===== config.mk =====
export PLATFORM = sky130hd
export DESIGN_NAME = exc_vec_arbiter
export DESIGN_NICKNAME = d
export VERILOG_FILES = /design/src/rtl/exc_vec_arbiter.sv
export SDC_FILE = /design/constraint.sdc
export NUM_CORES = 1
export LEC_CHECK = 0
export CORE_AREA = 2 2 44 46
export DETAILED_ROUTE_END_ITERATION = 8
export DIE_AREA = 0 0 46 48
export PLACE_DENSITY = 0.77
export SLEW_MARGIN = 30
export SYNTH_ARGS = -nofsm -noshare
export SYNTH_HDL_FRONTEND = slang
export SYNTH_SLANG_ARGS = --single-unit

===== constraint.sdc =====
create_clock -name clk -period 4.1 [get_ports clk]
set_input_delay 0.82 -clock clk [delete_from_list [all_inputs] [get_ports clk]]
set_output_delay 0.82 -clock clk [all_outputs]
set_load 0.01 [all_outputs]

===== src/rtl/exc_vec_arbiter.sv =====
module exc_vec_arbiter #(
  parameter int NUM_IRQ = 8,
  parameter int VEC_W   = 8,
  parameter int ADDR_W  = 16
) (
  input  logic               clk,
  input  logic               res_n,
  input  logic               wdt_ovf,
  input  logic               nmi_req,
  input  logic               trap_req,
  input  logic [1:0]         trap_code,
  input  logic               brk_req,
  input  logic [NUM_IRQ-1:0] irq_req,
  input  logic               irq_mask,
  input  logic               insn_boundary,
  output logic               exc_taken,
  output logic [VEC_W-1:0]   vec_num,
  output logic [ADDR_W-1:0]  vec_addr
);

  localparam int RESET_VEC = 0;
  localparam int NMI_VEC   = 7;
  localparam int TRAP_BASE = 8;
  localparam int IRQ_BASE  = TRAP_BASE + 4;
  localparam int BRK_VEC   = IRQ_BASE + NUM_IRQ;

  logic             res_done;
  logic             win;
  logic [VEC_W-1:0] win_vec;

  wire irq_open = insn_boundary && !irq_mask;

  // Lowest priority is assigned first; later, higher-priority sources override it.
  always_comb begin
    win     = 1'b0;
    win_vec = '0;
    if (insn_boundary && brk_req) begin
      win     = 1'b1;
      win_vec = VEC_W'(BRK_VEC);
    end
    if (irq_open) begin
      for (int k = NUM_IRQ - 1; k >= 0; k--) begin
        if (irq_req[k]) begin
          win     = 1'b1;
          win_vec = VEC_W'(IRQ_BASE + k);
        end
      end
    end
    if (trap_req) begin
      win     = 1'b1;
      win_vec = VEC_W'(TRAP_BASE) + VEC_W'(trap_code);
    end
    if (insn_boundary && nmi_req) begin
      win     = 1'b1;
      win_vec = VEC_W'(NMI_VEC);
    end
    if (!res_done || wdt_ovf) begin
      win     = 1'b1;
      win_vec = VEC_W'(RESET_VEC);
    end
  end

  always_ff @(posedge clk or negedge res_n) begin
    if (!res_n) begin
      res_done  <= 1'b0;
      exc_taken <= 1'b0;
      vec_num   <= '0;
      vec_addr  <= '0;
    end else begin
      res_done  <= 1'b1;
      exc_taken <= win;
      if (win) begin
        vec_num  <= win_vec;
        vec_addr <= ADDR_W'(win_vec) << 1;
      end
    end
  end

  AST_WDT_IS_RESET: assert property (@(posedge clk) disable iff (!res_n)
    wdt_ovf |=> exc_taken && vec_num == '0);

  AST_TRAP_ANY_CYCLE: assert property (@(posedge clk) disable iff (!res_n)
    (trap_req && !wdt_ovf && res_done && !(insn_boundary && nmi_req))
      |=> exc_taken && vec_num == VEC_W'(TRAP_BASE) + VEC_W'($past(trap_code)));

  AST_MASK_BLOCKS: assert property (@(posedge clk) disable iff (!res_n)
    (irq_mask && res_done && !wdt_ovf && !nmi_req && !trap_req && !brk_req) |=> !exc_taken);

  AST_NEEDS_BOUNDARY: assert property (@(posedge clk) disable iff (!res_n)
    (!insn_boundary && res_done && !wdt_ovf && !trap_req) |=> !exc_taken);

  AST_HOLD_VECTOR: assert property (@(posedge clk) disable iff (!res_n)
    !exc_taken |-> $stable(vec_num) && $stable(vec_addr));

  AST_NO_RESERVED: assert property (@(posedge clk) disable iff (!res_n)
    exc_taken |-> (vec_num == '0 || vec_num >= VEC_W'(NMI_VEC)));

  AST_ADDR_TRACKS: assert property (@(posedge clk) disable iff (!res_n)
    vec_addr == ADDR_W'(vec_num) * ADDR_W'(2));

endmodule


# == Word-level counts from Yosys, hierarchy flattened ==
# Index checks and enable logic that the tools add are counted.
# Widths: inputs -> output; s select.
# totals
in_bits,18
mem_bits_rw,0
word_cells,36
register_bits,10
rom_bits,0
n_memories,0
latchBits,0
# classes
n_addsub,1
muxes,26
mul,0
shift,0
n_lt_le_gt_ge,0
bitwise,0
n_eq_ne,0
div_mod_pow,0
n_reduce_logical,6
# ops
cell,count
$mux 8,11
$mux 1,13
$mux 5,2
$add 4x2->5 const A,1
$logic_and 1x1->1,3
$logic_not 1->1,2
$logic_or 1x1->1,1

# == Logic depth before layout (Yosys ltp) ==
# logic_depth
depth_word,14
mapped_depth,4
ltp_nobuf,4

# == Least setup slack after synthesis ==
# OpenSTA, ideal clock, no wires.
# synth_timing
path_type,input to register
start,input port irq_req[3]
end,register vec_addr[1]
arrival_time_ps,1786
setup_ps,66
n_path_buf,0
path_stages,4
slack_ps,2248
required_ps,4034
cell_sequence,nor4_1 o21bai_1 o31ai_2 a22o_1
# synth_via
elab_chain_len,8
elab_cells_between_ends,16
cone_classes,16 x mux
# synth_rtl
element,line_no,text
start: declaration,13,"input logic [NUM_IRQ-1:0] irq_req,"
$mux 8 or $mux 1 (tied branches) (4 in series),43,if (irq_req[k]) begin
$mux 8 or $mux 1 (tied branches),41,if (irq_open) begin
$mux 8 or $mux 1 (tied branches),49,if (trap_req) begin
$mux 8 or $mux 1 (tied branches),53,if (insn_boundary && nmi_req) begin
$mux 8 or $mux 1 (tied branches),57,if (!res_done || wdt_ovf) begin
end signal: assignment,74,vec_addr <= ADDR_W'(win_vec) << 1;
end: declaration,18,output logic [ADDR_W-1:0] vec_addr
# Several ways; a longest one is shown, not always the timed one.
# A chain may end at the register's enable or synchronous reset.

# == Worst setup path after layout ==
# layout_timing
start,input port irq_req[4]
end,register vec_addr[2]
# layout_via
elab_chain_len,9
elab_cells_between_ends,18
cone_classes,18 x mux
# layout_rtl
element,line_no
$mux 8 or $mux 1 (tied branches) (5 in series),43
$mux 8 or $mux 1 (tied branches),41
$mux 8 or $mux 1 (tied branches),49
$mux 8 or $mux 1 (tied branches),53
$mux 8 or $mux 1 (tied branches),57
# Several ways; a longest one is shown, not always the timed one.

==> summary.md <==
| Metric | Value |
|---|---|
| Status | `finished clean` |
| Ports | `43` |
| Sequential area share after synthesis | `between 30% and 40%` |
| Synthesized instance count | `between 60 and 70` |
| PortBufs | `28` |
| Via density per instance | `around 4.8` |
| Final setup violation count | `0` |
| Least-Margin Pin Slew | `~0.54 ns` |
| CTS sink cnt | `7` |
| Total CTS buffers | `3` |
| Routed vias | `~520` |
| Fin crit share | `between 50% and 60%` |
| Post-CTS Hold Buffers | `0` |
| Setup TNS | `0 ns` |
| Cell area power density | `about 240 nW/µm²` |
| Syn-to-layout area delta | `41.6%` |
| Maximum root-to-sink buffer count | `2` |
| CP Capture Type | `flop` |
| Placed inst area | `between 700 and 800 µm²` |
| Fmax | `approximately 440 MHz` |
| WL/cell | `between 10 and 15 µm` |
| Max-slew headroom | `a little under two thirds` |
| Worst Path Max Fanout | `5` |
| Pre-CTS WS | `around 1.6 ns` |
| CP Launch Type | `input pin` |
| Mapped Area | `between 500 and 600 µm²` |
| N_diodes | `0` |
| TritonCTS clock tree | `yes` |
| Post-route setup slack | `~1.8 ns` |
| All-layer global routing usage | `around an eighth` |
| Core area | `roughly 1700 µm²` |
| Final nets | `110` |
| Clock slew at reported path FFs | `roughly 0.050 ns` |
| Most frequent cells in the layout | `clkdlybuf4s50_1 (28), conb_1 (15), dfrtp_1 (7)` |
| Die area | `around 2200 µm²` |
| RSZ-0062 raised after global routing | `no` |
| Layout Skew | `about 0.0015 ns` |
| H-Tree Depth | `1` |
| HP Class | `flop to flop` |
| Worst-case vdd ir drop | `around 0.11 mV` |
| Busiest grt layer | `met2` |
| Commonest non-fill, non-tap cell in the layout | `clkdlybuf4s50_1` |
| Final GP Congestion | `~0.84` |
| Minimum clock period | `2.29 ns` |
| Layout cells sized above 1 | `about 4.4%` |
| Design Area, Final | `between 700 and 800 µm²` |
| Leakage power | `0.332 nW` |
| Placed cells | `~100` |
| Avg Inst Size Synth | `between 8 and 9 µm²` |
| Root Buffer | `clkbuf_4` |
| CP Class | `input pin to flop` |
| Met3 Usage GRT | `5.66%` |
| ANT nets after route | `0` |
| Critical Path RT | `4.28 ns` |
| Die height | `48 µm` |
| Max-Cap Viols | `0` |
| # resized after CTS | `0` |
| Top_reg_cell synth | `dfrtp_1` |
| GR Util met2 | `a little under a quarter` |
| Die width | `roughly 46 µm` |
| Number of synthesized register bits | `7` |
| Non-filler cells, final | `roughly 110` |
| 1st-iter DRT viols | `7` |
| Vias in the first global route | `a little under 500` |
| Rows | `15` |
| Data arrival time of the worst path | `about 2.5 ns` |
| Fillers | `between 150 and 200` |
| Post-synth EDFFs | `0` |
| Post-CTS setup buffer count | `0` |
| DRC | `0` |
| DRT Wirelength | `1.25 mm` |
| Initial antenna violation count | `0` |
| Grt met1 use | `between 10% and 20%` |
| Remaining Overflow, GRT | `0` |
| Yosys cell types | `25` |
| Clk_lat worst skew | `0.25 ns` |
| Layout Utilization | `47.2%` |
| First-pass GRT wire length | `1.99 mm` |
| Pin count of the biggest net entering global routing | `8` |
| Starting Density | `about 33%` |
| Pins over their slew limit | `0` |
| Asr flop ratio synth | `100%` |
| TritonRoute pass-1 iters | `4` |
| Warnings from Yosys | `0` |
| Final Hold Fails | `0` |
worst paths after layout:
kind | startpoint | endpoint | slack (ns) | cells past startpoint
max in group asynchronous | res_n | res_done$_DFF_PN0_ | 3.03 | 1
min in group asynchronous | res_n | vec_addr[1]$_DFFE_PN0P_ | 0.83 | 1
hold reg to reg | vec_addr[4]$_DFFE_PN0P_ | vec_addr[4]$_DFFE_PN0P_ | 0.52 | 1
setup reg to reg | res_done$_DFF_PN0_ | vec_addr[2]$_DFFE_PN0P_ | 2.70 | 3
setup / recovery | irq_req[4] | vec_addr[2]$_DFFE_PN0P_ | 1.81 | 5
hold / removal | vec_addr[4]$_DFFE_PN0P_ | vec_addr[4]$_DFFE_PN0P_ | 0.52 | 1
power by group:
part           internal (W)  leakage, nW  switching, W
Combinational     0.0000289        0.229     0.0000244
Sequential        0.0000721       0.0887    0.00000184
Clock             0.0000370       0.0150     0.0000238
Total              0.000138        0.332     0.0000501
critical path: stages:
cell	delay [ns]
clkdlybuf4s50_1	0.44
nor4_1	0.45
o21bai_1	0.18
o31ai_2	0.37
a22o_1	0.22
layer usage:
layer | part of all wire (%) | vias up | wire [µm]
met2 | 51 | 26 | 633
met5 | 0 | - | 0
met4 | 0 | 0 | 0
met1 | 42 | 245 | 519
li1 | - | 248 | -
met3 | 7.7 | 0 | 96
cell usage after synthesis (2+ instances only):
| cell type | n | share of area [%] |
|---|---|---|
| nand2b_1 | 2 | 2.2 |
| nand2_1 | 3 | 2.0 |
| nor2_1 | 5 | 3.3 |
| nand3_1 | 2 | 1.8 |
| nor4_1 | 3 | 3.3 |
| conb_1 | 2 | 1.3 |
| nor2b_1 | 2 | 2.2 |
| buf_4 | 19 | 25 |
| dfrtp_1 | 7 | 31 |
| o211ai_1 | 2 | 2.7 |
| o21bai_1 | 2 | 2.7 |
| o2bb2ai_1 | 2 | 3.1 |
| a22o_1 | 2 | 3.1 |
cell type report:
| class | instances | area, µm² | share of cell area [%] |
|---|---|---|---|
| Clock buffer | 4 | 26.3 | 3.30 |
| Inverter | 1 | 3.75 | 0.471 |
| Multi-Input combinational cell | 51 | 290 | 36.4 |
| Sequential cell | 7 | 175 | 22.0 |
| Tap cell | 17 | 21.3 | 2.67 |
| Timing Repair Buffer | 28 | 280 | 35.2 |
cells by family after synthesis:
group / after synthesis / synth area share, %
compound gates: 14 / 19.8
buf+inv: 20 / 26.0
flops: 7 / 31.1
other cells: 2 / 1.33
simple gates: 22 / 21.8
registers in the layout, summed over array words and instances, names as in the netlist:
name,count
exc_taken,1
res_done,1
vec_addr,5
through the flow:
step / hold WS, ns / power (W)
floorplan: 0.524 / 0.000108
global placement: 0.512 / 0.000127
detailed placement: 0.514 / 0.000128
CTS: 0.531 / 0.000191
global route: 0.548 / 0.000202
finish: 0.522 / 0.000188
Note: power is estimated with default switching activity, not from simulation.
